==> config.mk <==
export PLATFORM = sky130hd
export DESIGN_NAME = pnl_power_seq
export DESIGN_NICKNAME = d
export VERILOG_FILES = /design/src/rtl/pnl_seq_pkg.sv /design/src/rtl/pnl_seq_dp.sv /design/src/rtl/pnl_seq_ctrl.sv /design/src/rtl/pnl_power_seq.sv
export SDC_FILE = /design/constraint.sdc
export NUM_CORES = 1
export LEC_CHECK = 0
export BUFFER_PORTS_ARGS = -buffer_cell sky130_fd_sc_hd__buf_2
export CORE_ASPECT_RATIO = 1.75
export CORE_UTILIZATION = 40
export DETAILED_ROUTE_END_ITERATION = 8
export MAX_ROUTING_LAYER = met4
export PLACE_DENSITY = 0.65
export SETUP_SLACK_MARGIN = 0.1
export SLEW_MARGIN = 15
export SYNTH_ARGS = -nofsm -noshare
export SYNTH_HDL_FRONTEND = slang
export SYNTH_SLANG_ARGS = --single-unit
export TNS_END_PERCENT = 1
==> constraint.sdc <==
create_clock -name clk -period 3.8 [get_ports clk]
set_input_delay 0.95 -clock clk [delete_from_list [all_inputs] [get_ports clk]]
set_output_delay 0.95 -clock clk [all_outputs]
set_load 0.05 [all_outputs]
==> src/rtl/pnl_seq_pkg.sv <==
package pnl_seq_pkg;

  typedef enum logic [1:0] {
    OP_PWRUP = 2'd0, OP_DISPON = 2'd1, OP_DISPOFF = 2'd2, OP_STBY = 2'd3
  } cmdOp_e;

  typedef enum logic [3:0] {
    K_WR, K_IDX, K_WAIT, K_ROM, K_SETPWR, K_SETDISP, K_CLRDISP,
    K_CLRPWR, K_PWRDONE, K_OFFDONE, K_END
  } kind_e;

  typedef enum logic [1:0] {W_OSC, W_PUMP, W_SETTLE, W_GATE} waitSel_e;

  typedef struct packed {
    kind_e    kind;
    logic [7:0]  idx;
    logic [15:0] val;
    logic     inv;
    waitSel_e wsel;
  } step_t;

  typedef struct packed {
    logic loadWait;
    logic loadWr;
    logic romNext;
    logic romClr;
    logic setPwr;
    logic clrPwr;
    logic setDisp;
    logic clrDisp;
    logic takeInv;
  } strobe_t;

  localparam int PC_W = 6;
  localparam logic [PC_W-1:0] PC_PWRUP   = 6'd0;
  localparam logic [PC_W-1:0] PC_RESTORE = 6'd15;
  localparam logic [PC_W-1:0] PC_DISPSEQ = 6'd18;
  localparam logic [PC_W-1:0] PC_DOFF    = 6'd29;
  localparam logic [PC_W-1:0] PC_STBY    = 6'd40;

  function automatic step_t mkWr(logic [7:0] i, logic [15:0] v, logic m);
    return '{kind: K_WR, idx: i, val: v, inv: m, wsel: W_OSC};
  endfunction

  function automatic step_t mkK(kind_e k, waitSel_e w);
    return '{kind: k, idx: 8'h00, val: 16'h0000, inv: 1'b0, wsel: w};
  endfunction

  function automatic step_t stepAt(logic [PC_W-1:0] pc);
    case (pc)
      6'd0:  return mkWr(8'h10, 16'h0000, 1'b0);
      6'd1:  return mkWr(8'h00, 16'h0001, 1'b0);
      6'd2:  return mkK(K_WAIT, W_OSC);
      6'd3:  return mkWr(8'h10, 16'h4444, 1'b0);
      6'd4:  return mkWr(8'h11, 16'h0001, 1'b0);
      6'd5:  return mkWr(8'h12, 16'h0003, 1'b0);
      6'd6:  return mkWr(8'h13, 16'h1119, 1'b0);
      6'd7:  return mkWr(8'h12, 16'h0013, 1'b0);
      6'd8:  return mkK(K_WAIT, W_PUMP);
      6'd9:  return mkWr(8'h10, 16'h4440, 1'b0);
      6'd10: return mkWr(8'h13, 16'h3119, 1'b0);
      6'd11: return mkK(K_WAIT, W_SETTLE);
      6'd12: return mkK(K_ROM, W_OSC);
      6'd13: return mkK(K_SETPWR, W_OSC);
      6'd14: return mkK(K_PWRDONE, W_OSC);
      6'd15: return mkWr(8'h12, 16'h0013, 1'b0);
      6'd16: return mkWr(8'h0B, 16'h4400, 1'b0);
      6'd17: return mkWr(8'h13, 16'h3119, 1'b0);
      6'd18: return mkWr(8'h10, 16'h4740, 1'b0);
      6'd19: return mkK(K_WAIT, W_PUMP);
      6'd20: return mkWr(8'h07, 16'h0041, 1'b1);
      6'd21: return mkK(K_WAIT, W_GATE);
      6'd22: return mkWr(8'h07, 16'h0061, 1'b1);
      6'd23: return mkWr(8'h07, 16'h0063, 1'b1);
      6'd24: return mkK(K_WAIT, W_GATE);
      6'd25: return mkWr(8'h07, 16'h0073, 1'b1);
      6'd26: return '{kind: K_IDX, idx: 8'h22, val: 16'h0000, inv: 1'b0, wsel: W_OSC};
      6'd27: return mkK(K_SETDISP, W_OSC);
      6'd28: return mkK(K_END, W_OSC);
      6'd29: return mkK(K_CLRDISP, W_OSC);
      6'd30: return mkWr(8'h0B, 16'h4000, 1'b0);
      6'd31: return mkWr(8'h07, 16'h0072, 1'b1);
      6'd32: return mkK(K_WAIT, W_PUMP);
      6'd33: return mkWr(8'h07, 16'h0062, 1'b1);
      6'd34: return mkK(K_WAIT, W_PUMP);
      6'd35: return mkWr(8'h07, 16'h0000, 1'b0);
      6'd36: return mkWr(8'h10, 16'h0000, 1'b0);
      6'd37: return mkWr(8'h12, 16'h0003, 1'b0);
      6'd38: return mkWr(8'h13, 16'h1119, 1'b0);
      6'd39: return mkK(K_OFFDONE, W_OSC);
      6'd40: return mkK(K_CLRPWR, W_OSC);
      6'd41: return mkWr(8'h10, 16'h0001, 1'b0);
      default: return mkK(K_END, W_OSC);
    endcase
  endfunction

  // Power-up settings table: {index, value}
  function automatic logic [23:0] romEntry(int i);
    case (i)
      0: return {8'h01, 16'h101B};
      1: return {8'h02, 16'h0700};
      2: return {8'h03, 16'h6020};
      3: return {8'h0C, 16'h0110};
      4: return {8'h08, 16'h0202};
      5: return {8'h09, 16'h0000};
      6: return {8'h40, 16'h0000};
      7: return {8'h41, 16'h0000};
      default: return 24'h0;
    endcase
  endfunction

endpackage

==> src/rtl/pnl_seq_dp.sv <==
module pnl_seq_dp
  import pnl_seq_pkg::*;
#(
  parameter int TICK_CYCLES = 50000,
  parameter int OSC_MS      = 10,
  parameter int PUMP_MS     = 40,
  parameter int SETTLE_MS   = 167,
  parameter int GATE_MS     = 33,
  parameter int ROM_DEPTH   = 4
)(
  input  logic        clk,
  input  logic        rstN,
  input  strobe_t     stb,
  input  step_t       step,
  input  logic        invSet,
  input  logic        invVal,
  output logic        waitDone,
  output logic        romLast,
  output logic        powerFlag,
  output logic        dispFlag,
  output logic        invFlag,
  output logic [7:0]  wrIdx,
  output logic [15:0] wrVal,
  output logic        wrIndexOnly
);
  localparam int MAX_A  = (OSC_MS > PUMP_MS) ? OSC_MS : PUMP_MS;
  localparam int MAX_B  = (SETTLE_MS > GATE_MS) ? SETTLE_MS : GATE_MS;
  localparam int MAX_MS = (MAX_A > MAX_B) ? MAX_A : MAX_B;
  localparam int MS_W   = $clog2(MAX_MS + 1);
  localparam int PRE_W  = (TICK_CYCLES > 1) ? $clog2(TICK_CYCLES) : 1;
  localparam int ROM_PTR_W = (ROM_DEPTH > 1) ? $clog2(ROM_DEPTH) : 1;

  logic [23:0] romMem [ROM_DEPTH];
  for (genvar g = 0; g < ROM_DEPTH; g++) begin : gRom
    assign romMem[g] = romEntry(g);
  end

  logic [PRE_W-1:0]     pre;
  logic [MS_W-1:0]      msLeft;
  logic [ROM_PTR_W-1:0] romPtr;
  logic [MS_W-1:0]      msLoad;

  always_comb begin
    unique case (step.wsel)
      W_OSC:    msLoad = MS_W'(OSC_MS);
      W_PUMP:   msLoad = MS_W'(PUMP_MS);
      W_SETTLE: msLoad = MS_W'(SETTLE_MS);
      default:  msLoad = MS_W'(GATE_MS);
    endcase
  end

  assign waitDone = (msLeft == '0);
  assign romLast  = (romPtr == ROM_PTR_W'(ROM_DEPTH - 1));

  always_ff @(posedge clk) begin
    if (!rstN) begin
      pre <= '0; msLeft <= '0;
    end else if (stb.loadWait) begin
      msLeft <= msLoad;
      pre    <= PRE_W'(TICK_CYCLES - 1);
    end else if (msLeft != '0) begin
      if (pre == '0) begin
        pre    <= PRE_W'(TICK_CYCLES - 1);
        msLeft <= msLeft - 1'b1;
      end else begin
        pre <= pre - 1'b1;
      end
    end
  end

  always_ff @(posedge clk) begin
    if (!rstN) begin
      romPtr <= '0; powerFlag <= 1'b0; dispFlag <= 1'b0; invFlag <= 1'b0;
      wrIdx <= '0; wrVal <= '0; wrIndexOnly <= 1'b0;
    end else begin
      if (stb.romClr)      romPtr <= '0;
      else if (stb.romNext) romPtr <= romPtr + 1'b1;
      if (stb.setPwr)  powerFlag <= 1'b1;
      if (stb.clrPwr)  powerFlag <= 1'b0;
      if (stb.setDisp) dispFlag  <= 1'b1;
      if (stb.clrDisp) dispFlag  <= 1'b0;
      if (stb.takeInv && invSet) invFlag <= invVal;
      if (stb.loadWr) begin
        if (step.kind == K_ROM) begin
          {wrIdx, wrVal} <= romMem[romPtr];
          wrIndexOnly    <= 1'b0;
        end else begin
          wrIdx       <= step.idx;
          wrVal       <= step.val | ((step.inv && !invFlag) ? 16'h0004 : 16'h0000);
          wrIndexOnly <= (step.kind == K_IDX);
        end
      end
    end
  end

  assert_disp_needs_pwr_R4: assert property (@(posedge clk) disable iff (!rstN)
    $rose(dispFlag) |-> powerFlag);
  assert_pwr_drop_after_disp_R8: assert property (@(posedge clk) disable iff (!rstN)
    $fell(powerFlag) |-> !dispFlag);
  assert_timer_counts_down_R3: assert property (@(posedge clk) disable iff (!rstN)
    (!stb.loadWait && msLeft != '0) |=> msLeft <= $past(msLeft));
endmodule

==> src/rtl/pnl_seq_ctrl.sv <==
module pnl_seq_ctrl
  import pnl_seq_pkg::*;
(
  input  logic       clk,
  input  logic       rstN,
  input  logic       cmdValid,
  input  logic [1:0] cmdOp,
  input  logic       powerFlag,
  input  logic       dispFlag,
  input  logic       waitDone,
  input  logic       romLast,
  input  logic       wrDone,
  output step_t      step,
  output strobe_t    stb,
  output logic       wrReq,
  output logic       busy
);
  typedef enum logic [1:0] {S_IDLE, S_RUN, S_WR, S_WT} state_e;
  state_e          state;
  logic [PC_W-1:0] pc;
  cmdOp_e          op;

  assign step  = stepAt(pc);
  assign wrReq = (state == S_WR);
  assign busy  = (state != S_IDLE);

  always_comb begin
    stb = '0;
    unique case (state)
      S_IDLE: stb.takeInv = 1'b1;
      S_RUN: begin
        case (step.kind)
          K_WR, K_IDX, K_ROM: stb.loadWr = 1'b1;
          K_WAIT:    stb.loadWait = 1'b1;
          K_SETPWR:  stb.setPwr   = 1'b1;
          K_SETDISP: stb.setDisp  = 1'b1;
          K_CLRDISP: stb.clrDisp  = 1'b1;
          K_CLRPWR:  stb.clrPwr   = 1'b1;
          default: ;
        endcase
      end
      S_WR: if (wrDone && step.kind == K_ROM) begin
        if (romLast) stb.romClr = 1'b1;
        else         stb.romNext = 1'b1;
      end
      default: ;
    endcase
  end

  always_ff @(posedge clk) begin
    if (!rstN) begin
      state <= S_IDLE; pc <= '0; op <= OP_PWRUP;
    end else begin
      unique case (state)
        S_IDLE: if (cmdValid) begin
          op <= cmdOp_e'(cmdOp);
          unique case (cmdOp_e'(cmdOp))
            OP_PWRUP:   if (!powerFlag) begin pc <= PC_PWRUP; state <= S_RUN; end
            OP_DISPON:  if (!dispFlag) begin
                          pc <= powerFlag ? PC_RESTORE : PC_PWRUP; state <= S_RUN;
                        end
            OP_DISPOFF: if (dispFlag) begin pc <= PC_DOFF; state <= S_RUN; end
            default:    begin pc <= dispFlag ? PC_DOFF : PC_STBY; state <= S_RUN; end
          endcase
        end
        S_RUN: begin
          case (step.kind)
            K_WR, K_IDX, K_ROM: state <= S_WR;
            K_WAIT:    state <= S_WT;
            K_PWRDONE: if (op == OP_DISPON) pc <= PC_DISPSEQ; else state <= S_IDLE;
            K_OFFDONE: if (op == OP_STBY) pc <= PC_STBY; else state <= S_IDLE;
            K_END:     state <= S_IDLE;
            default:   pc <= pc + 1'b1;
          endcase
        end
        S_WR: if (wrDone) begin
          if (!(step.kind == K_ROM && !romLast)) pc <= pc + 1'b1;
          state <= S_RUN;
        end
        default: if (waitDone) begin pc <= pc + 1'b1; state <= S_RUN; end
      endcase
    end
  end

  assert_hold_until_done_R11: assert property (@(posedge clk) disable iff (!rstN)
    (wrReq && !wrDone) |=> wrReq);
  assert_cmd_ignored_busy_R10: assert property (@(posedge clk) disable iff (!rstN)
    (busy && cmdValid) |=> $stable(op));
endmodule

==> src/rtl/pnl_power_seq.sv <==
module pnl_power_seq
  import pnl_seq_pkg::*;
#(
  parameter int TICK_CYCLES = 50000,
  parameter int OSC_MS      = 10,
  parameter int PUMP_MS     = 40,
  parameter int SETTLE_MS   = 167,
  parameter int GATE_MS     = 33,
  parameter int ROM_DEPTH   = 4
)(
  input  logic        clk,
  input  logic        rstN,
  input  logic        cmdValid,
  input  logic [1:0]  cmdOp,
  input  logic        invSet,
  input  logic        invVal,
  input  logic        wrDone,
  output logic        busy,
  output logic        powerOn,
  output logic        displayOn,
  output logic        wrReq,
  output logic [7:0]  wrIdx,
  output logic [15:0] wrVal,
  output logic        wrIndexOnly
);
  step_t   step;
  strobe_t stb;
  logic    waitDone, romLast, invFlag;

  pnl_seq_ctrl ctrl_i (
    .clk(clk), .rstN(rstN), .cmdValid(cmdValid), .cmdOp(cmdOp),
    .powerFlag(powerOn), .dispFlag(displayOn), .waitDone(waitDone),
    .romLast(romLast), .wrDone(wrDone), .step(step), .stb(stb),
    .wrReq(wrReq), .busy(busy)
  );

  pnl_seq_dp #(
    .TICK_CYCLES(TICK_CYCLES), .OSC_MS(OSC_MS), .PUMP_MS(PUMP_MS),
    .SETTLE_MS(SETTLE_MS), .GATE_MS(GATE_MS), .ROM_DEPTH(ROM_DEPTH)
  ) dp_i (
    .clk(clk), .rstN(rstN), .stb(stb), .step(step), .invSet(invSet),
    .invVal(invVal), .waitDone(waitDone), .romLast(romLast),
    .powerFlag(powerOn), .dispFlag(displayOn), .invFlag(invFlag),
    .wrIdx(wrIdx), .wrVal(wrVal), .wrIndexOnly(wrIndexOnly)
  );

  assert_req_stable_R11: assert property (@(posedge clk) disable iff (!rstN)
    (wrReq && !wrDone) |=> ($stable(wrIdx) && $stable(wrVal) && $stable(wrIndexOnly)));
  assert_idle_quiet_R10: assert property (@(posedge clk) disable iff (!rstN)
    !busy |-> !wrReq);
  assert_invert_merge_R6: assert property (@(posedge clk) disable iff (!rstN)
    (wrReq && wrIdx == 8'h07 && wrVal != 16'h0000) |-> (wrVal[2] == !invFlag));
endmodule

# ---- After elaboration in Yosys (flattened, before gate mapping)
# Memory sizes are Yosys's and may differ from the RTL's. A register that Yosys moved wholly into a read port is not among the register bits.
# Index checks and enable logic that the tools add are counted.
dict set report word_totals {
  rom_bits 1664
  mem_count 1
  ram_bits 0
  word_cells 134
  ff_bits 64
  latchBits 0
}
dict set report op_classes {
  n_eq_ne 31
  n_reduce_logical 27
  magnitude_cmp 1
  mux 54
  n_shift 0
  mul 0
  div_mod_pow 0
  add_sub_neg 4
  n_bitwise 3
}
# memory words width read_ports rd_clocked_by_memory_dff wr line_no
set memory_table {}
lappend memory_table {{(no name shown)} 64 26 1 1 0 pnl_seq_pkg.sv:50} ;# case (pc)
# cell n
set ops {}
lappend ops {{6-bit 2-to-1 mux} 12}
lappend ops {{16-bit 2-to-1 mux} 4}
lappend ops {{6-bit case mux with 3 select lines} 3}
lappend ops {{24-bit binary-select mux with 2-bit select} 1}
lappend ops {{24-bit 2-to-1 mux} 2}
lappend ops {{8-bit 2-to-1 mux} 4}
lappend ops {{8-bit case mux with 3 select lines} 1}
lappend ops {{2-bit 2-to-1 mux} 11}
lappend ops {{4-bit by 3-bit == test with 1-bit output (second input constant)} 4}
lappend ops {{16-bit zero test} 1}
lappend ops {{16-bit OR} 1}
lappend ops {{16-bit by 1-bit subtractor with 16-bit output (second input constant)} 1}
lappend ops {{4-bit == test (second input constant)} 3}
lappend ops {{3-bit inequality test (second input constant)} 4}
lappend ops {{2-bit case mux with 3 select lines} 2}
lappend ops {{2-bit == test (second input constant)} 5}
lappend ops {{1-bit 2-to-1 mux} 10}
lappend ops {{2-bit case mux with 5 select lines} 1}
lappend ops {{10-bit AND reduction} 1}
lappend ops {{3-bit by 2-bit inequality test with 1-bit output (second input constant)} 3}
lappend ops {{9-bit AND reduction} 1}
lappend ops {{2-bit by 1-bit == test with 1-bit output (second input constant)} 4}
lappend ops {{4-bit by 2-bit == test with 1-bit output (second input constant)} 2}
lappend ops {{8-bit zero test} 1}
lappend ops {{other kinds (22)} 38}

# ---- Logic depth before layout (Yosys ltp)
dict set report depth {
  word_depth 8
  depth_mapped 13
  ltp_nobuf 13
}

# ---- Modules after synthesis
# A second synthesis with hierarchy kept.
dict set report unflattened {
  hier_cells 618
  area_unflattened_um2 5113.7
}
# mod cells_per_inst area_per_inst_um2 instances
set modules_own_cells {}
lappend modules_own_cells {pnl_seq_dp 307 2603.7 1}
lappend modules_own_cells {pnl_seq_ctrl 311 2509.9 1}

# ---- Worst setup path before layout
# Ideal clock, no wire load.
dict set report synth_path {
  path_type {register to register}
  start {register ctrl_i.state[1]}
  end {register, netlist name ctrl_i.step[9]}
  required_time_ns 3.718
  n_path_buf 2
  arrival_time_ns 3.276
  path_stages_with_launch 12
  setup_slack_ns 0.442
  setup_time_ns 0.082
  cell_sequence {dfxtp_1 -> buf_2 -> nor2_2 -> clkinv_1 -> o31ai_2 -> nor3_1 -> a211oi_2 -> ha_1 -> clkbuf_1 -> nand2_1 -> a211o_1 -> o2111ai_1}
}
dict set report synth_via {
  elab_chain_cells 5
  word_cells_on_any_way 17
}
# item line_no
set synth_lines {}
lappend synth_lines {{from (decl)} pnl_seq_ctrl.sv:19} ;# state_e state;
lappend synth_lines {{from (signal assigned)} pnl_seq_ctrl.sv:52} ;# state <= S_IDLE; pc <= '0; op <= OP_PWRUP;
lappend synth_lines {{from (signal assigned)} pnl_seq_ctrl.sv:58} ;# OP_PWRUP: if (!powerFlag) begin pc <= PC_PWRUP; state <= S_RUN; end
lappend synth_lines {{from (signal assigned)} pnl_seq_ctrl.sv:60} ;# pc <= powerFlag ? PC_RESTORE : PC_PWRUP; state <= S_RUN;
lappend synth_lines {{2-bit by 1-bit == test with 1-bit output, or another cell as far along} pnl_seq_ctrl.sv:54} ;# unique case (state)
lappend synth_lines {{3-bit by 2-bit inequality test with 1-bit output (no source line), or another cell as far along} -}
lappend synth_lines {{10-bit AND reduction (no source line)} -}
lappend synth_lines {{6-bit 2-to-1 mux (no source line) * (2 in a row)} -}
# Every way passes the cells marked *; elsewhere a longest branch is shown, timed or not.
# A chain may end at the register's enable or synchronous reset.

# ---- Worst setup path in the final report
dict set report layout_path {
  start {register dp_i.msLeft[2]}
  end {register, netlist name ctrl_i.step[9]}
}
dict set report layout_via {
  elab_chain_cells 5
}
# item line_no
set layout_lines {}
lappend layout_lines {{from (decl)} pnl_seq_dp.sv:39} ;# logic [MS_W-1:0] msLeft;
lappend layout_lines {{from (signal assigned)} pnl_seq_dp.sv:59} ;# msLeft <= msLoad;
lappend layout_lines {{from (signal assigned)} pnl_seq_dp.sv:64} ;# msLeft <= msLeft - 1'b1;
lappend layout_lines {{8-bit zero test} pnl_seq_dp.sv:52} ;# assign waitDone = (msLeft == '0);
lappend layout_lines {{4-bit nonzero test (no source line)} -}
lappend layout_lines {{10-bit AND reduction (no source line)} -}
lappend layout_lines {{6-bit 2-to-1 mux (no source line) (2 in a row)} -}
# Every way passes these cells.

==> results.sh <==
export IMPL_dp_final_hpwl_um=10500
export IMPL_synth_async_reset_ratio=0
export IMPL_worst_ir_drop_on_vdd_mv=0.358
export IMPL_overflow=0
export IMPL_vias_per_cell=5.95
export IMPL_setup_reg_to_reg_worst_slack_ns=0.39
export IMPL_violations="DRC"
export IMPL_floorplan_initialDensity=0.407
export IMPL_routed_via_count=4486
export IMPL_hold_path_class="flop to flop"
export IMPL_ys_warn_count=0
export IMPL_grt_setup_unrepaired="no"
export IMPL_cts_sink_count=83
export IMPL_cp_slowest_cell="sky130_fd_sc_hd__or4_4"
export IMPL_max_freq_mhz=294
export IMPL_synth_top_cells_by_count="83 x sky130_fd_sc_hd__dfxtp_1, 62 x sky130_fd_sc_hd__a21oi_1, 55 x sky130_fd_sc_hd__nor2_1"
export IMPL_cts_hold_buffers=0
export IMPL_cp_cell_sequence="or4_4, o311ai_4, o31a_2, nand2_2, a211oi_2, ha_1, o211ai_1, a21oi_1, o21ai_1, o2111ai_1"
export IMPL_required_ns=4.07
export IMPL_post_route_period_util=0.897
export IMPL_synth_sequential_area_ratio=0.355
export IMPL_number_of_buffers_inserted_to_repair_setup_after_cts=0
export IMPL_ant_nets=0
export IMPL_finalInstanceArea_um2=5350
export IMPL_p_total_mw=5.94
export IMPL_final_count_of_pins_violating_max_slew=0
export IMPL_power_density_nw_per_um2=1110
export IMPL_drt_iter0_markers=293
export IMPL_fin_skew_ns=0.00684
export IMPL_crit_path_end_kind="flop"
export IMPL_post_synth_main_area_contributors="sky130_fd_sc_hd__dfxtp_1 35%, sky130_fd_sc_hd__a21oi_1 6.6%, sky130_fd_sc_hd__nor2_1 4.4%, sky130_fd_sc_hd__ha_1 4.3%, sky130_fd_sc_hd__nand2_1 3.8%"
export IMPL_routed_wire_length_per_instance_um=18.6
export IMPL_design_die_area_um2=12200
export IMPL_utilization=0.464
export IMPL_first_global_vias=4403
export IMPL_worst_setup_hold_path_clk_slew_ns=0.06
export IMPL_synth_most_common_cell="sky130_fd_sc_hd__dfxtp_1"
export IMPL_dp_cells=738
export IMPL_firstDrtPassIters=7
export IMPL_post_synth_top_area_fraction=0.355
export IMPL_postSynthAreaPerCell_um2=8.09
export IMPL_signal_arrival_time_at_the_worst_endpoint_ns=3.67
export IMPL_postSynthCellCount=579
export IMPL_worstSkewPairLatency_ns=0.34
export IMPL_hold_violations=0
export IMPL_worst_path_max_fanout=7
export IMPL_antenna_cells=0
export IMPL_fp_dieW_um=83.8
export IMPL_design_portCount=37
export IMPL_worst_slew_pin_slew_ns=0.763
export IMPL_run_status="finished with violations"
export IMPL_floorplan_rows=52
export IMPL_tritoncts_clock_tree="built"
export IMPL_area_delta_synth_final_pct=14.1
export IMPL_setup_slack_after_placement_ns=0.153
export IMPL_grt_max_degree=35
export IMPL_cp_slowest_stage_delay_ns=0.60
export IMPL_remaining_drc_errors=4
export IMPL_synth_edff_count=0
export IMPL_synth_cell_area_um2=4690
export IMPL_layout_drive_gt1_share=0.166
export IMPL_gp_congestion=0.968
export IMPL_num_nets_final=638
export IMPL_setup_viol=0
export IMPL_whs_ns=0.444
export IMPL_dpl_cell_area_um2=4990
export IMPL_setup_tns_ns=0
export IMPL_yosysTopAreaCell="sky130_fd_sc_hd__dfxtp_1"
export IMPL_critical_path_startpoint_type="flop"
export IMPL_chipHeight_um=145
export IMPL_post_layout_nonfiller_instances=754
export IMPL_ys_ff_latch=83
export IMPL_timing_worst_setup_path_type="flop to flop"
export IMPL_ys_flop_type="sky130_fd_sc_hd__dfxtp_1"
export IMPL_grtUsageTotal=0.241
export IMPL_max_cap_viol_count=0
export IMPL_synthDistinctLibCells=85
export IMPL_wl_um=14000
export IMPL_cts_htree_levels=3
export IMPL_tritoncts_num_buffers=9
export IMPL_clk_path_buf_depth=2
export IMPL_leakage_nw=2.12
export IMPL_numPortBuffers=31
export IMPL_grt_pass1_wl_um=22500
export IMPL_slew_headroom=0.488
export IMPL_fin_ws_ns=0.393
export IMPL_grt_antenna_before_repair=0
export IMPL_root_cell_of_the_clock_tree="sky130_fd_sc_hd__clkbuf_16"
export IMPL_core_area_um2=11500
export IMPL_post_route_min_period_ns=3.41
[area by class of cell]
type	count	area (µm²)
inverter	26	100
clock buffer	10	239
timing repair buffer	55	335
tap	135	169
multi-input combinational	439	2750
sequential	83	1660
clock inverter	6	93.8
fill	1141	6170
[state kept, by name, summed over array words and instances, names as in the netlist]
register,cells
ctrl_i.step,25
dp_i.wrIndexOnly,1
dp_i.powerFlag,1
dp_i.wrVal,12
dp_i.msLeft,8
ctrl_i.pc,6
dp_i.dispFlag,1
dp_i.invFlag,1
ctrl_i.state,2
dp_i.wrIdx,6
ctrl_i.op,2
dp_i.romPtr,2
dp_i.pre,16
[routing by layer]
layer	track usage	wire, µm
met1	0.245	5330
met2	0.427	7400
met3	0.0336	486
met4	0.154	837
met5	-	0
[logic make-up (layout without fill, tap and decap cells)]
| kind of cell | count (synthesis) | in the layout | share of synthesized area |
|---|---|---|---|
| other | 1 | 5 | 0.000800 |
| adder cells (fa/ha/maj) | 16 | 16 | 0.0427 |
| AO/OA/AOI/OAI | 176 | 176 | 0.256 |
| multiplexers | 8 | 8 | 0.0184 |
| buffers and inverters | 61 | 97 | 0.0665 |
| AND/OR/NAND/NOR | 221 | 221 | 0.237 |
| flip-flops | 83 | 83 | 0.355 |
| XOR/XNOR | 13 | 13 | 0.0243 |
[where the power goes]
| part | switching [mW] | total, mW | internal (mW) |
|---|---|---|---|
| registers | 0.235 | 1.38 | 1.15 |
| logic | 2.33 | 3.58 | 1.25 |
| clock network | 0.373 | 0.973 | 0.599 |
| total | 2.94 | 5.94 | 3.00 |
[cells in the final DEF (no fill, tap or decap), types with 8 or more instances in the layout]
cell	count
sky130_fd_sc_hd__clkbuf_16	9
sky130_fd_sc_hd__nand2_1	47
sky130_fd_sc_hd__nor2_1	55
sky130_fd_sc_hd__nor3_1	24
sky130_fd_sc_hd__nand2b_1	8
sky130_fd_sc_hd__buf_2	31
sky130_fd_sc_hd__a21o_1	8
sky130_fd_sc_hd__or3_1	9
sky130_fd_sc_hd__xnor2_1	12
sky130_fd_sc_hd__dfxtp_1	83
sky130_fd_sc_hd__a21oi_1	62
sky130_fd_sc_hd__o21ai_0	27
sky130_fd_sc_hd__inv_1	20
sky130_fd_sc_hd__ha_1	16
sky130_fd_sc_hd__buf_4	24
sky130_fd_sc_hd__nand3_1	27
[final timing paths]
kind / cells after the start / start / to
setup / recovery: 10 / dp_i.msLeft[2] / ctrl_i.step[9]
hold / removal: 2 / ctrl_i.step[13] / dp_i.wrVal[10]
setup reg to reg: 10 / dp_i.msLeft[2] / ctrl_i.step[9]
hold reg to reg: 2 / ctrl_i.step[13] / dp_i.wrVal[10]
[repair_timing]
| action | in CTS | in global routing |
|---|---|---|
| endpoints found under the setup margin | 0 | 1 |
| endpoints found under the hold margin | 0 | 0 |
| resized for setup | 0 | 3 |
[critical path, delay by kind of cell (launching register included)]
| kind | cells | cell delay (ns) |
|---|---|---|
| compound gates | 7 | 1.98 |
| simple gates | 2 | 0.68 |
| flops | 1 | 0.35 |
| fa+ha+maj | 1 | 0.33 |
(Power assumes the default switching activity.)
